**src/rtl/ivr_pkg.sv**
```systemverilog
package ivr_pkg;

    localparam int BUSY_BIT = 5;
    localparam int STAT_W   = 8;
    localparam int TAG_W    = 5;
    localparam int NWORDS   = 3;

    typedef enum logic [1:0] {
        SEL_STATUS = 2'd0,
        SEL_WORD0  = 2'd1,
        SEL_WORD1  = 2'd2,
        SEL_WORD2  = 2'd3
    } ivr_sel_e;

    typedef struct packed {
        logic busy;
    } ivr_ctrl_t;

endpackage

```
**src/rtl/ivr_ctrl.sv**
```systemverilog
module ivr_ctrl
    import ivr_pkg::*;
(
    input  logic clk_i,
    input  logic rst_ni,
    input  logic raise_i,
    input  logic lower_i,
    output logic busy_o,
    output logic capture_o
);

    ivr_ctrl_t st_d, st_q;

    always_comb begin
        st_d      = st_q;
        capture_o = raise_i && !st_q.busy;
        if (capture_o) begin
            st_d.busy = 1'b1;
        end else if (lower_i && st_q.busy) begin
            st_d.busy = 1'b0;
        end
    end

    always_ff @(posedge clk_i or negedge rst_ni) begin
        if (!rst_ni) begin
            st_q <= '0;
        end else begin
            st_q <= st_d;
        end
    end

    assign busy_o = st_q.busy;

endmodule

```
**src/rtl/ivr_words.sv**
```systemverilog
module ivr_words
    import ivr_pkg::*;
#(
    parameter int SRC_W  = 6,
    parameter int DATA_W = 64
) (
    input  logic                          clk_i,
    input  logic                          rst_ni,
    input  logic                          capture_i,
    input  logic [SRC_W-1:0]              src_i,
    output logic [NWORDS-1:0][DATA_W-1:0] words_o
);

    localparam int TAG_LSB = SRC_W;
    localparam logic [TAG_W-1:0] TAG_VAL = '1;

    typedef struct packed {
        logic [NWORDS-1:0][DATA_W-1:0] w;
    } words_t;

    words_t wd_d, wd_q;
    logic [NWORDS-1:0][DATA_W-1:0] load_val;

    for (genvar i = 0; i < NWORDS; i++) begin : g_load
        if (i == 0) begin : g_first
            always_comb begin
                load_val[i] = '0;
                load_val[i][SRC_W-1:0] = src_i;
                load_val[i][TAG_LSB +: TAG_W] = TAG_VAL;
            end
        end else begin : g_rest
            assign load_val[i] = '0;
        end
    end

    always_comb begin
        wd_d = wd_q;
        if (capture_i) begin
            wd_d.w = load_val;
        end
    end

    always_ff @(posedge clk_i or negedge rst_ni) begin
        if (!rst_ni) begin
            wd_q <= '0;
        end else begin
            wd_q <= wd_d;
        end
    end

    assign words_o = wd_q.w;

endmodule

```
**src/rtl/ivr_rdmux.sv**
```systemverilog
module ivr_rdmux
    import ivr_pkg::*;
#(
    parameter int DATA_W = 64
) (
    input  logic [1:0]                    sel_i,
    input  logic [STAT_W-1:0]             status_i,
    input  logic [NWORDS-1:0][DATA_W-1:0] words_i,
    output logic [DATA_W-1:0]             data_o
);

    always_comb begin
        data_o = '0;
        unique case (ivr_sel_e'(sel_i))
            SEL_STATUS: data_o[STAT_W-1:0] = status_i;
            SEL_WORD0:  data_o = words_i[0];
            SEL_WORD1:  data_o = words_i[1];
            SEL_WORD2:  data_o = words_i[2];
            default:    data_o = '0;
        endcase
    end

endmodule

```
**src/rtl/ivec_rx_reg.sv**
```systemverilog
module ivec_rx_reg
    import ivr_pkg::*;
#(
    parameter int SRC_W  = 6,
    parameter int DATA_W = 64
) (
    input  logic              clk_i,
    input  logic              rst_ni,
    input  logic              raise_i,
    input  logic              lower_i,
    input  logic [SRC_W-1:0]  src_i,
    input  logic [1:0]        rd_sel_i,
    output logic [DATA_W-1:0] rd_data_o,
    output logic              pending_o
);

    logic                          busy;
    logic                          capture;
    logic [NWORDS-1:0][DATA_W-1:0] words;
    logic [STAT_W-1:0]             status;
    logic [DATA_W-1:0]             word0;

    ivr_ctrl u_ctrl (
        .clk_i     (clk_i),
        .rst_ni    (rst_ni),
        .raise_i   (raise_i),
        .lower_i   (lower_i),
        .busy_o    (busy),
        .capture_o (capture)
    );

    ivr_words #(
        .SRC_W  (SRC_W),
        .DATA_W (DATA_W)
    ) u_words (
        .clk_i     (clk_i),
        .rst_ni    (rst_ni),
        .capture_i (capture),
        .src_i     (src_i),
        .words_o   (words)
    );

    always_comb begin
        status           = '0;
        status[BUSY_BIT] = busy;
    end

    assign word0 = words[0];

    ivr_rdmux #(
        .DATA_W (DATA_W)
    ) u_rdmux (
        .sel_i    (rd_sel_i),
        .status_i (status),
        .words_i  (words),
        .data_o   (rd_data_o)
    );

    assign pending_o = busy;

endmodule

```
**config.mk**
```make
export PLATFORM = sky130hd
export DESIGN_NAME = ivec_rx_reg
export DESIGN_NICKNAME = d
export VERILOG_FILES = /design/src/rtl/ivr_pkg.sv /design/src/rtl/ivr_ctrl.sv /design/src/rtl/ivr_words.sv /design/src/rtl/ivr_rdmux.sv /design/src/rtl/ivec_rx_reg.sv
export SDC_FILE = /design/constraint.sdc
export NUM_CORES = 1
export LEC_CHECK = 0
export ABC_AREA = 1
export ABC_CLOCK_PERIOD_IN_PS = 1400
export BUFFER_PORTS_ARGS = -buffer_cell sky130_fd_sc_hd__buf_2
export CAP_MARGIN = 20
export CELL_PAD_IN_SITES_DETAIL_PLACEMENT = 0
export CELL_PAD_IN_SITES_GLOBAL_PLACEMENT = 1
export CORE_UTILIZATION = 37
export CTS_CLUSTER_SIZE = 20
export DETAILED_ROUTE_END_ITERATION = 10
export GPL_TIMING_DRIVEN = 0
export HOLD_SLACK_MARGIN = 0.03
export MAX_ROUTING_LAYER = met4
export PLACE_DENSITY = 0.8
export SYNTH_ARGS = -nofsm -noshare
export SYNTH_HDL_FRONTEND = slang
export SYNTH_HIERARCHICAL = 1
export SYNTH_SLANG_ARGS = --single-unit
```
**constraint.sdc**
```tcl
create_clock -name clk_i -period 1.4 [get_ports clk_i]
set_clock_uncertainty 0.2 [all_clocks]
set_input_delay 0 -clock clk_i [delete_from_list [all_inputs] [get_ports clk_i]]
set_output_delay 0 -clock clk_i [all_outputs]
set_load 0.005 [all_outputs]
```
# Word level (Yosys, flattened, before mapping)
# Index checks and enable logic that the tools add are counted.
[word_totals] regBits=8 inputBits=12 wordCells=15
[op_classes] n_eq_ne=3 mux=4 n_reduce_logical=6
[op_table] op="$pmux 8 s3" count=1
[op_table] op="$eq 2x2->1 const B" count=2
[op_table] op="$mux 3" count=1
[op_table] op="$eq 2x1->1 const B" count=1
[op_table] op="$logic_and 1x1->1" count=2
[op_table] op="$logic_not 2->1" count=1
[op_table] op="$mux 1" count=2
[op_table] op="$reduce_bool 2->1" count=1
[op_table] op="$reduce_or 2->1" count=1
[op_table] op="$logic_not 1->1" count=1

# Longest topological paths before layout
# Gate-level depths: netlist (run 1).
[logic_depth] depth_word=3 mapped_depth=7 mapped_depth_nobuf=6

# Cells and area by module
# Netlist (run 1), hierarchy kept.
[modules_own_cells] mod="ivr_words" instances=1 cells_per_inst=213 area_each_um2=1645.3 seq_area_each_um2=175.2
[modules_own_cells] mod="ivr_rdmux" instances=1 cells_per_inst=293 area_each_um2=1376.3 seq_area_each_um2=0.0
[modules_own_cells] mod="ivr_ctrl" instances=1 cells_per_inst=7 area_each_um2=52.6 seq_area_each_um2=25.0
[modules_own_cells] mod="ivec_rx_reg" instances=1 cells_per_inst=1 area_each_um2=3.8 seq_area_each_um2=0.0

# Worst setup path after synthesis (run 1)
# Ideal clock, no wire load.
[synth_timing] path_type="register -> register" start="reg u_ctrl.st_q, in the netlist u_ctrl/busy_o" end="reg u_words.wd_q (netlist bit u_words/words_o[0])" t_arrival_ps=827 required_ps=1084 path_slack_ps=256 path_stages_with_launch=7 path_buffers=0 period_less_slack_ps=1144 path_cell_list="dfrtp_1 > inv_1 > nand2_2 > inv_1 > inv_2 > nand2_1 > nand2_1"
[synth_via] elab_chain_len=2
[synth_rtl] item="start, declared" line="ivr_ctrl.sv:12" text="ivr_ctrl_t st_d, st_q;"
[synth_rtl] item="start signal, assigned" line="ivr_ctrl.sv:28" text="st_q <= st_d;"
[synth_rtl] item="$logic_not 1->1" line="ivr_ctrl.sv:16" text="capture_o = raise_i && !st_q.busy;"
[synth_rtl] item="$logic_and 1x1->1" line="ivr_ctrl.sv:16"
[synth_rtl] item="named net capture" line="ivec_rx_reg.sv:18" text="logic capture;"
[synth_rtl] item="end signal, assigned" line="ivr_words.sv:47" text="wd_q <= wd_d;"
[synth_rtl] item="end, declared" line="ivr_words.sv:21" text="words_t wd_d, wd_q;"
# The timed path passes the listed nets, and every way through them passes these cells.
# A chain may end at the register's enable or synchronous reset.

# Worst setup path in the final report (run 1)
[layout_timing] start="reg u_words/words_o[6] (netlist name)" end="out rd_data_o[7]"
[layout_via] elab_chain_len=1
[layout_rtl] item="$pmux 8 s3" line="ivr_rdmux.sv:14" text="unique case (ivr_sel_e'(sel_i))"
[layout_rtl] item="end, declared" line="ivec_rx_reg.sv:13" text="output logic [DATA_W-1:0] rd_data_o,"
# Every way passes these cells.

==> results.toml, run 1 <==
[yosys]
yosysUniqueCellTypes = 16
yosys.area.top_type_share_pct = 46.34
synth_warnings = 6
synth-xor-area-share_pct = 0
synth_top_cell_by_area = "buf_4"
yosys.area_share.adder_pct = 0
syn-mean-instance-area_sq_um = 5.988
synth_compound_area_share_pct = 0
muxShareOfSynthArea_pct = 0
yosys-top-cells-area = "buf_4 46%, nand2_1 23%, nand3_1 13%"
syn_area_sq_mm = 0.003078
ys_seq_area_share_pct = 6.504
synth_cells = 514
synth_top_family_by_area = "buffers and inverters"
synth_seq_cells = 8
synth-simple-area-share_pct = 40.73

[timing]
maxSlewViolCount = 0
max_freq_mhz = 752.4
fin_crit_sh_pct = 94.94
hold_viol = 0
finalSetupViolations = 0
setup_slack_ns = 0.07085
slew_headroom_pct = 63.54
tightest_slew_ns = 0.5449
period_minus_slack_ns = 1.329

[final_layout]
final_common_cell = "buf_4"
layout_common_cells = "190 x buf_4, 188 x conb_1, 185 x nand2_1"
area_growth_syn_to_layout_pct = 35.28
nets = 750
fill_cells = 847
regArea_sq_um = 200.2
n_antenna_cell = 0
layout-drive-gt1-share_pct = 34.38
multi_input_area_sq_mm = 0.001959

[drt]
drt_iter0_markers = 30
vias = 2858
ant_nets = 0
vias_per_cell = 3.411
wirelength_microns = 5933
post_drt_wl_per_cell_microns = 7.080
dr.pass1.iters = 4
drc = 0

[grt]
track_usage_pct = 15.00
gr-total-overflow = 0
antenna_found_initial = 0
grt_max_degree = 11
grt_pass1_wl_microns = 10650
grt_pass1_vias = 2521

[clock_tree]
tritoncts = "done"
clkTransAtPathRegs_ns = 0.04
cts_sinks = 8
cts_root_buf = "clkbuf_8"
clk_latency_ns = 0.22
cts_buffer_depth = 2
htreeDepth = 1
postCtsSetupBuffers = 0
cts_buffers = 3

[critical_path]
slowest_delay_ns = 0.45
crit_type = "register to output pin"
cp-start-kind = "register"
cp.arrival_ns = 1.13
cp.required_ns = 1.20
crit_path_cell_trace = "buf_4 -> nand3_1 -> nand4_1 -> buf_2"
cp-end-kind = "output pin"
cpMaxStageDelayCell = "dfrtp_1"
path_max_fanout = 6

[placed_design]
port_buffers = 23
post-dp-hpwl_microns = 4645
dpl_worst_slack_ns = 0.1281
place_congestion = 0.7309

[die]
pin_count = 77
rows = 32
die_h_microns = 93.21
start_util_pct = 39.02
core_area_sq_mm = 0.007888
die_w_microns = 93.21
die-area_sq_mm = 0.008687

[power_and_ir_drop]
power_mw = 1.571
powerDensity_mw_per_mm2 = 377.4
p_sw_share_pct = 36.23
p_sw_uw = 569.4
combPwrFrac_pct = 63.5
power.leakage_nw = 2.747
p_seq_share_pct = 19.1
peakVddDrop_v = 0.0006433
power.internal_mw = 1.002
pwr-share-clk_pct = 17.5

[job]
max-cap-violations = 0

[hold_path]
hp-class = "register to register"

[outcome]
status = "completed"
-- per-stage QoR --
step	cells	TNS [ns]	hold WS [ns]	util (%)	area, sq um
after global routing	838	-0.0009063	0.3069	52.79	4164
after detailed placement	825	0	-0.3485	50.95	4019
after floorplan	700	0	-0.4956	-	3776
after CTS	838	0	0.2803	52.74	4160
final	838	0	0.2761	52.79	4164
after global placement	825	0	-0.3531	50.95	4019
-- synthesized netlist by cell type --
| cell type | count |
|---|---|
| inv_2 | 4 |
| nand2_2 | 13 |
| nor2_2 | 1 |
| dfrtp_1 | 8 |
| nand2_1 | 185 |
| nand4_1 | 8 |
| buf_6 | 11 |
| conb_1 | 2 |
| nor2_4 | 1 |
| nand3_1 | 80 |
| buf_8 | 1 |
| buf_4 | 190 |
| nor2_1 | 1 |
| inv_1 | 3 |
| or2_1 | 1 |
| buf_2 | 5 |
-- worst max-delay path: cells and delay by family, from the launching register on --
family / cells / cell delay, ns
buf+inv: 2 / 0.29
flops: 1 / 0.45
simple gates: 2 / 0.16
-- path summary, 6_finish.rpt --
path                                       to                from  depth (start not counted)  slack [ns]
hold / removal             u_words/words_o[3]  u_words/words_o[3]                          2        0.28
setup reg to reg           u_words/words_o[6]       u_ctrl/busy_o                          4        0.08
min in group asynchronous  u_words/words_o[4]              rst_ni                          3        0.57
setup / recovery                 rd_data_o[7]  u_words/words_o[6]                          4        0.07
hold reg to reg            u_words/words_o[3]  u_words/words_o[3]                          2        0.28
max in group asynchronous       u_ctrl/busy_o              rst_ni                          3        0.16
-- final cells by class --
type,instances,share of cell area [%]
multi-input combinational,478,47.06
buffer,207,38.19
timing repair buffer,33,5.168
sequential,8,4.808
tap,102,3.065
clock buffer,3,0.9916
inverter,7,0.7212
-- per-layer routing --
layer / track usage (%) / part of all wire, % / vias to the layer above
met1: 17.51 / 45 / 1129
met2: 27.88 / 49 / 44
met5: - / 0 / -
met3: 2.033 / 4.7 / 5
li1: - / - / 1680
met4: 1.923 / 0.52 / 0
-- power groups by stage --
stage	clock network, mW	registers (mW)	logic [mW]
2_1_floorplan	0	0.293	0.811
3_3_place_gp	0	0.300	0.930
3_5_place_dp	0	0.302	0.933
4_1_cts	0.281	0.300	0.956
5_1_grt	0.295	0.307	1.13
6_report	0.275	0.300	0.997
-- cells by family after synthesis --
| kind of cell | count (synthesis) |
|---|---|
| buffers and inverters | 214 |
| DFF | 8 |
| other | 2 |
| and+or+nand+nor | 290 |
-- sequential cells by signal, summed over array words and instances (netlist names) --
signal,flops
u_words/words_o,7
u_ctrl/busy_o,1
-- repair_timing --
| item | in CTS | in global routing |
|---|---|---|
| hold endpoints to repair | 15 | 0 |
| resized for setup | 0 | 1 |
| setup endpoints to repair | 0 | 5 |
| hold buffers | 10 | 0 |
(Power assumes the default switching activity.)
==> inputs of run 2 (changes only) <==
--- a/config.mk
+++ b/config.mk
@@ -11,14 +11,13 @@
 export CAP_MARGIN = 20
 export CELL_PAD_IN_SITES_DETAIL_PLACEMENT = 0
 export CELL_PAD_IN_SITES_GLOBAL_PLACEMENT = 1
-export CORE_UTILIZATION = 37
+export CORE_UTILIZATION = 23
 export CTS_CLUSTER_SIZE = 20
 export DETAILED_ROUTE_END_ITERATION = 10
 export GPL_TIMING_DRIVEN = 0
 export HOLD_SLACK_MARGIN = 0.03
 export MAX_ROUTING_LAYER = met4
-export PLACE_DENSITY = 0.8
+export PLACE_DENSITY = 0.78
 export SYNTH_ARGS = -nofsm -noshare
 export SYNTH_HDL_FRONTEND = slang
-export SYNTH_HIERARCHICAL = 1
 export SYNTH_SLANG_ARGS = --single-unit
==> run 2 against run 1 <==
Sequential cell count unchanged. Power is 51% lower. Sequential power down 2%. Worst setup slack gained 0.099 ns. Clock-buffer cell count unchanged. Largest cell class is now buffers.
==> results.toml, run 2 <==
[power_and_ir_drop]
power.internal_uw = 542.6
power.leakage_nw = 0.8577
p_sw_uw = 225.0
combPwrFrac_pct = 39.3
peakVddDrop_v = 0.0001532
p_seq_share_pct = 38.3
powerDensity_mw_per_mm2 = 593.9
pwr-share-clk_pct = 22.4
p_sw_share_pct = 29.31

[drt]
drt_iter0_markers = 20
ant_nets = 0
drc = 0
met3_length_microns = 133
post_drt_wl_per_cell_microns = 5.642
wl_met1_microns = 428
route.met2.wl_microns = 745
dr.max_layer_used = "met4"
dr.pass1.iters = 4
wirelength_microns = 1354
vias_per_cell = 2.867
vias = 688

[yosys]
yosysUniqueCellTypes = 10
synth_seq_cells = 8
synth-async-reset-ratio_pct = 100.0
synthTopCellsByCount = "57 x buf_4, 16 x nand2_1, 8 x dfrtp_1"
synth_enable_flop_cells = 0
synth.most_common_cell = "buf_4"
synth_top_cell_by_area = "buf_4"
synth_warnings = 0
syn-mean-instance-area_sq_um = 7.543
synth_cells = 106
syn_area_sq_um = 799.5
synth-main-ff-cell = "dfrtp_1"
yosys.area.top_type_share_pct = 53.52
yosys-top-cells-area = "buf_4 54%, dfrtp_1 25%, nand2_1 7.5%"
ys_seq_area_share_pct = 25.04

[die]
die_w_microns = 60.96
die_h_microns = 60.96
core_area_sq_mm = 0.003337
start_util_pct = 23.96
rows = 21
die-area_sq_mm = 0.003716
pin_count = 77

[clock_tree]
htreeDepth = 1
clkTransAtPathRegs_ns = 0.05
tritoncts = "done"
cts_sinks = 8
cts_buffers = 3
cts_root_buf = "clkbuf_4"
clk_latency_ns = 0.25
cts_buffer_depth = 2

[critical_path]
crit_path_cell_trace = "inv_1 -> nor2_2 -> buf_4 -> buf_2"
crit_type = "register to output pin"
cpMaxStageDelayCell = "dfrtp_1"
cp.required_ns = 1.20
cp-end-kind = "output pin"
cp.arrival_ns = 1.03
cp-start-kind = "register"
slowest_delay_ns = 0.31
path_max_fanout = 5

[grt]
grt_pass1_vias = 446
track_usage_pct = 6.944
grt_pass1_wl_microns = 1766
grt_max_degree = 9
gr-total-overflow = 0
antenna_found_initial = 0

[job]
max-cap-violations = 0

[timing]
hold_ws_ns = 0.1242
period_minus_slack_ns = 1.230
tns_ns = 0
maxSlewViolCount = 0
hold_viol = 0
max_freq_mhz = 813.1
rsz0062_at_grt = "no"
setup_slack_ns = 0.1701
fin_crit_sh_pct = 87.85
finalSetupViolations = 0

[placed_design]
port_buffers = 23
post-dp-hpwl_microns = 1140
place_congestion = 0.6480
dpl_worst_slack_ns = 0.3387
place_area_sq_mm = 0.001167

[outcome]
status = "completed"

[final_layout]
layout_common_cells = "57 x buf_4, 53 x conb_1, 23 x buf_2"
layout-drive-gt1-share_pct = 44.33
area_growth_syn_to_layout_pct = 61.66
final_common_cell = "buf_4"
largest_reg_flops = 7
n_antenna_cell = 0
nets = 208
stdcell_area_sq_mm = 0.001292

[hold_path]
hp-class = "primary input to output pin"
[run 2: cell types whose count changed after synthesis, sizes merged]
cell	previous run	this run
conb	2	1
or2	1	0
nand3	80	7
inv	7	8
nand2	198	17
nor2	3	7
nand4	8	0
buf	207	57
o21ai	0	1
[run 2: what timing repair did]
action	4_1_cts	5_1_grt
hold buffers	10	0
resized for setup	0	1
buffers inserted	0	0
hold endpoints to repair	16	0
endpoints found under the setup margin	0	4
[run 2: area by class of cell]
type                       instances  area, sq um
buffer                            57        427.9
clock buffer                       3        22.52
fill                             360         2044
inverter                           8        30.03
multi-input combinational         85        339.1
sequential                         8        200.2
tap                               46        57.56
timing repair buffer              33        215.2
[run 2: cells by family after synthesis]
kind of cell / Yosys count / share of synthesized area, %
other: 1 / 0.4690
AND/OR/NAND/NOR: 31 / 16.59
AO/OA/AOI/OAI: 1 / 0.6254
flip-flops: 8 / 25.04
buffers and inverters: 65 / 57.28
[run 2: worst max-delay path, delay by kind of cell, from the launching register on]
| family | cells | cell delay, ns |
|---|---|---|
| buffers and inverters | 3 | 0.29 |
| DFF | 1 | 0.31 |
| and+or+nand+nor | 1 | 0.18 |
[run 2: through the flow]
stage / util, % / std cells / power (mW)
after floorplan: - / 158 / 0.5123
after global placement: 34.98 / 227 / 0.5721
after detailed placement: 34.98 / 227 / 0.5744
after CTS: 38.66 / 240 / 0.7705
after global routing: 38.73 / 240 / 0.8464
final: 38.73 / 240 / 0.7676
[run 2: path summary, 6_finish.rpt]
path | from | to | slack, ns | cells after the start
setup / recovery | u_words.words_o[6] | rd_data_o[9] | 0.17 | 4
hold / removal | rd_sel_i[1] | rd_data_o[5] | 0.12 | 5
setup reg to reg | u_ctrl.busy_o | u_words.words_o[3] | 0.34 | 4
hold reg to reg | u_words.words_o[6] | u_words.words_o[6] | 0.26 | 2
max in group asynchronous | rst_ni | u_ctrl.busy_o | 0.21 | 3
min in group asynchronous | rst_ni | u_words.words_o[6] | 0.54 | 3
[run 2: power groups by stage]
| stage | clock (mW) | combinational (mW) | sequential, mW |
|---|---|---|---|
| 6_report | 0.172 | 0.302 | 0.294 |
| 5_1_grt | 0.200 | 0.349 | 0.297 |
| 4_1_cts | 0.177 | 0.299 | 0.294 |
| 3_5_place_dp | 0 | 0.277 | 0.298 |
| 3_3_place_gp | 0 | 0.277 | 0.295 |
| 2_1_floorplan | 0 | 0.220 | 0.292 |
[run 2: per-layer routing]
layer | global-route usage (%) | up-vias
met1 | 6.065 | 256
met5 | - | -
met4 | 6.818 | 0
met3 | 0.6397 | 5
met2 | 12.72 | 42
li1 | - | 385
==> inputs of run 3 (changes only) <==
--- a/config.mk
+++ b/config.mk
@@ -5,19 +5,18 @@
 export SDC_FILE = /design/constraint.sdc
 export NUM_CORES = 1
 export LEC_CHECK = 0
-export ABC_AREA = 1
 export ABC_CLOCK_PERIOD_IN_PS = 1400
 export BUFFER_PORTS_ARGS = -buffer_cell sky130_fd_sc_hd__buf_2
 export CAP_MARGIN = 20
 export CELL_PAD_IN_SITES_DETAIL_PLACEMENT = 0
 export CELL_PAD_IN_SITES_GLOBAL_PLACEMENT = 1
-export CORE_UTILIZATION = 23
+export CORE_UTILIZATION = 24
 export CTS_CLUSTER_SIZE = 20
 export DETAILED_ROUTE_END_ITERATION = 10
 export GPL_TIMING_DRIVEN = 0
 export HOLD_SLACK_MARGIN = 0.03
 export MAX_ROUTING_LAYER = met4
-export PLACE_DENSITY = 0.78
+export PLACE_DENSITY = 0.77
 export SYNTH_ARGS = -nofsm -noshare
 export SYNTH_HDL_FRONTEND = slang
 export SYNTH_SLANG_ARGS = --single-unit
==> run 3 against run 2 <==
Clock power down 3%. Sequential cell count unchanged. Sequential share of layout area down 0.12 points. Core utilization up 2.9 points. Clock-buffer cell count unchanged. Routed wire length up 5.8%. Largest power group unchanged. Highest routed layer is now met3.
==> results.toml, run 3 <==
[critical_path]
cpMaxStageDelayCell = "dfrtp_1"
cp.arrival_ns = 1.25
crit_start = "u_ctrl.busy_o"
r2r_cells = 3
reg2reg_slack_ns = 0.08
cp.required_ns = 1.33
path_max_fanout = 7
cp-start-kind = "register"
r2r-end = "u_words.words_o[4]"
cp-end-kind = "register"
timing.rr.start = "u_ctrl.busy_o"
cp-endpoint = "u_words.words_o[4]"
slowest_delay_ns = 0.42
crit_path_cell_trace = "nor2b_2 -> buf_6 -> mux2_4"
crit_type = "register to register"

[die]
core_area_sq_mm = 0.003128
rows = 20
die_w_microns = 60.26
pin_count = 77
die_h_microns = 60.26
start_util_pct = 26.04
die-area_sq_mm = 0.003631

[yosys]
yosysUniqueCellTypes = 12
synth-main-ff-cell = "dfrtp_1"
synth_top_cell_by_area = "buf_4"
syn_area_sq_um = 814.5
ys_seq_area_share_pct = 24.58
synth.most_common_cell = "buf_4"
synth_enable_flop_cells = 0
synth_seq_cells = 8
yosys.area.top_type_share_pct = 52.53
syn-mean-instance-area_sq_um = 9.471
synth_warnings = 0
synth_cells = 86
synth-async-reset-ratio_pct = 100.0
synthTopCellsByCount = "57 x buf_4, 8 x dfrtp_1, 6 x and2_1, 6 x mux2_4, 2 x nor2_1"
yosys-top-cells-area = "buf_4 53%, dfrtp_1 25%, mux2_4 11%"

[timing]
fin_crit_sh_pct = 94.58
max_freq_mhz = 755.2
hold_viol = 0
finalSetupViolations = 0
setup_slack_ns = 0.07590
maxSlewViolCount = 0
tns_ns = 0
period_minus_slack_ns = 1.324
rsz0062_at_grt = "no"

[placed_design]
dp_cells = 205
port_buffers = 23
dpl_worst_slack_ns = 0.07391
place_area_sq_mm = 0.001180
place_congestion = 0.6982

[hold_path]
hold_depth = 3
hp-class = "primary input to output pin"

[final_layout]
area_growth_syn_to_layout_pct = 59.91
nets = 188
final_common_cell = "buf_4"
stdcell_area_sq_mm = 0.001303
layout_common_cells = "57 x buf_4, 53 x conb_1, 23 x buf_2"
regArea_sq_um = 200.2
layout-drive-gt1-share_pct = 52.87
layoutNonFillerInstCount = 218
largest_reg_flops = 7
fill_cells = 304
multi_input_area_sq_um = 370.4
n_antenna_cell = 0

[grt]
grt_pass1_vias = 463
grt_pass1_wl_microns = 1932
grt_max_degree = 9
track_usage_pct = 7.898
antenna_found_initial = 0
gr-total-overflow = 0

[clock_tree]
cts_root_buf = "clkbuf_4"
postCtsSetupBuffers = 0
clkTransAtPathRegs_ns = 0.05
cts_buffers = 3
htreeDepth = 1
clk_latency_ns = 0.25
holdBufCountCts = 10
cts_sinks = 8
tritoncts = "done"
cts_buffer_depth = 2
cts_resized = 0

[drt]
vias_per_cell = 2.807
vias = 612
drt_iter0_markers = 1
dr.pass1.iters = 2
post_drt_wl_per_cell_microns = 6.569
ant_nets = 0
wirelength_microns = 1432
drc = 0

[power_and_ir_drop]
p_sw_share_pct = 25.71
p_sw_uw = 210.9
power.leakage_nw = 0.8138
p_seq_share_pct = 38.1
powerDensity_mw_per_mm2 = 629.9
power.internal_uw = 609.5
peakVddDrop_v = 0.0001553
pwr-share-clk_pct = 20.2
combPwrFrac_pct = 41.7

[job]
max-cap-violations = 0

[outcome]
status = "completed"
run 3: final cells by class:
cell class / instances / area share, %
timing repair buffer: 33 / 16.52
sequential: 8 / 15.37
clock buffer: 3 / 1.729
tap: 44 / 4.227
multi-input combinational: 72 / 28.43
buffer: 58 / 33.72
run 3: power by group through the flow:
stage | registers [mW] | logic, mW | clock network (mW)
floorplan | 0.305 | 0.259 | 0
global placement | 0.315 | 0.312 | 0
detailed placement | 0.318 | 0.317 | 0
CTS | 0.314 | 0.338 | 0.173
global route | 0.319 | 0.380 | 0.172
finish | 0.312 | 0.342 | 0.166
run 3: critical path: cells and delay by family (launching register included):
kind,cells,cell delay (ns)
flops,1,0.42
buf+inv,1,0.15
mux,1,0.30
simple gates,1,0.14
run 3: logic make-up (layout without fill, tap and decap cells):
family                 after synthesis  count (layout)  synth area share, %
buffers and inverters               58              94                53.92
and+or+nand+nor                     11              11                8.143
DFF                                  8               8                24.58
muxes                                7               7                12.29
other                                1              53               0.4604
AOI/OAI and AO/OA                    1               1               0.6139
run 3: worst min path at each step:
stage | from | endpoint | slack [ns]
2_1_floorplan | rst_ni | u_ctrl.busy_o | -0.50
3_5_place_dp | rst_ni | u_ctrl.busy_o | -0.36
5_1_grt | rd_sel_i[1] | rd_data_o[5] | 0.05
4_1_cts | rd_sel_i[1] | rd_data_o[5] | 0.04
3_3_place_gp | rst_ni | u_ctrl.busy_o | -0.36
6_report | rd_sel_i[1] | rd_data_o[5] | 0.04
run 3: layer usage:
metal / vias to the layer above / share of wire [%] / GRT usage (%)
li1: 333 / - / -
met1: 237 / 30 / 6.144
met2: 42 / 56 / 15.23
met3: 0 / 14 / 2.597
met4: 0 / 0 / 4.983
met5: - / 0 / -
run 3: per-stage QoR:
stage | util, % | hold slack, ns | power [mW]
6_report | 41.64 | 0.03539 | 0.8204
5_1_grt | 41.64 | 0.04503 | 0.8710
4_1_cts | 41.64 | 0.04107 | 0.8255
3_5_place_dp | 37.72 | -0.3562 | 0.6346
3_3_place_gp | 37.72 | -0.3606 | 0.6268
2_1_floorplan | - | -0.4956 | 0.5640
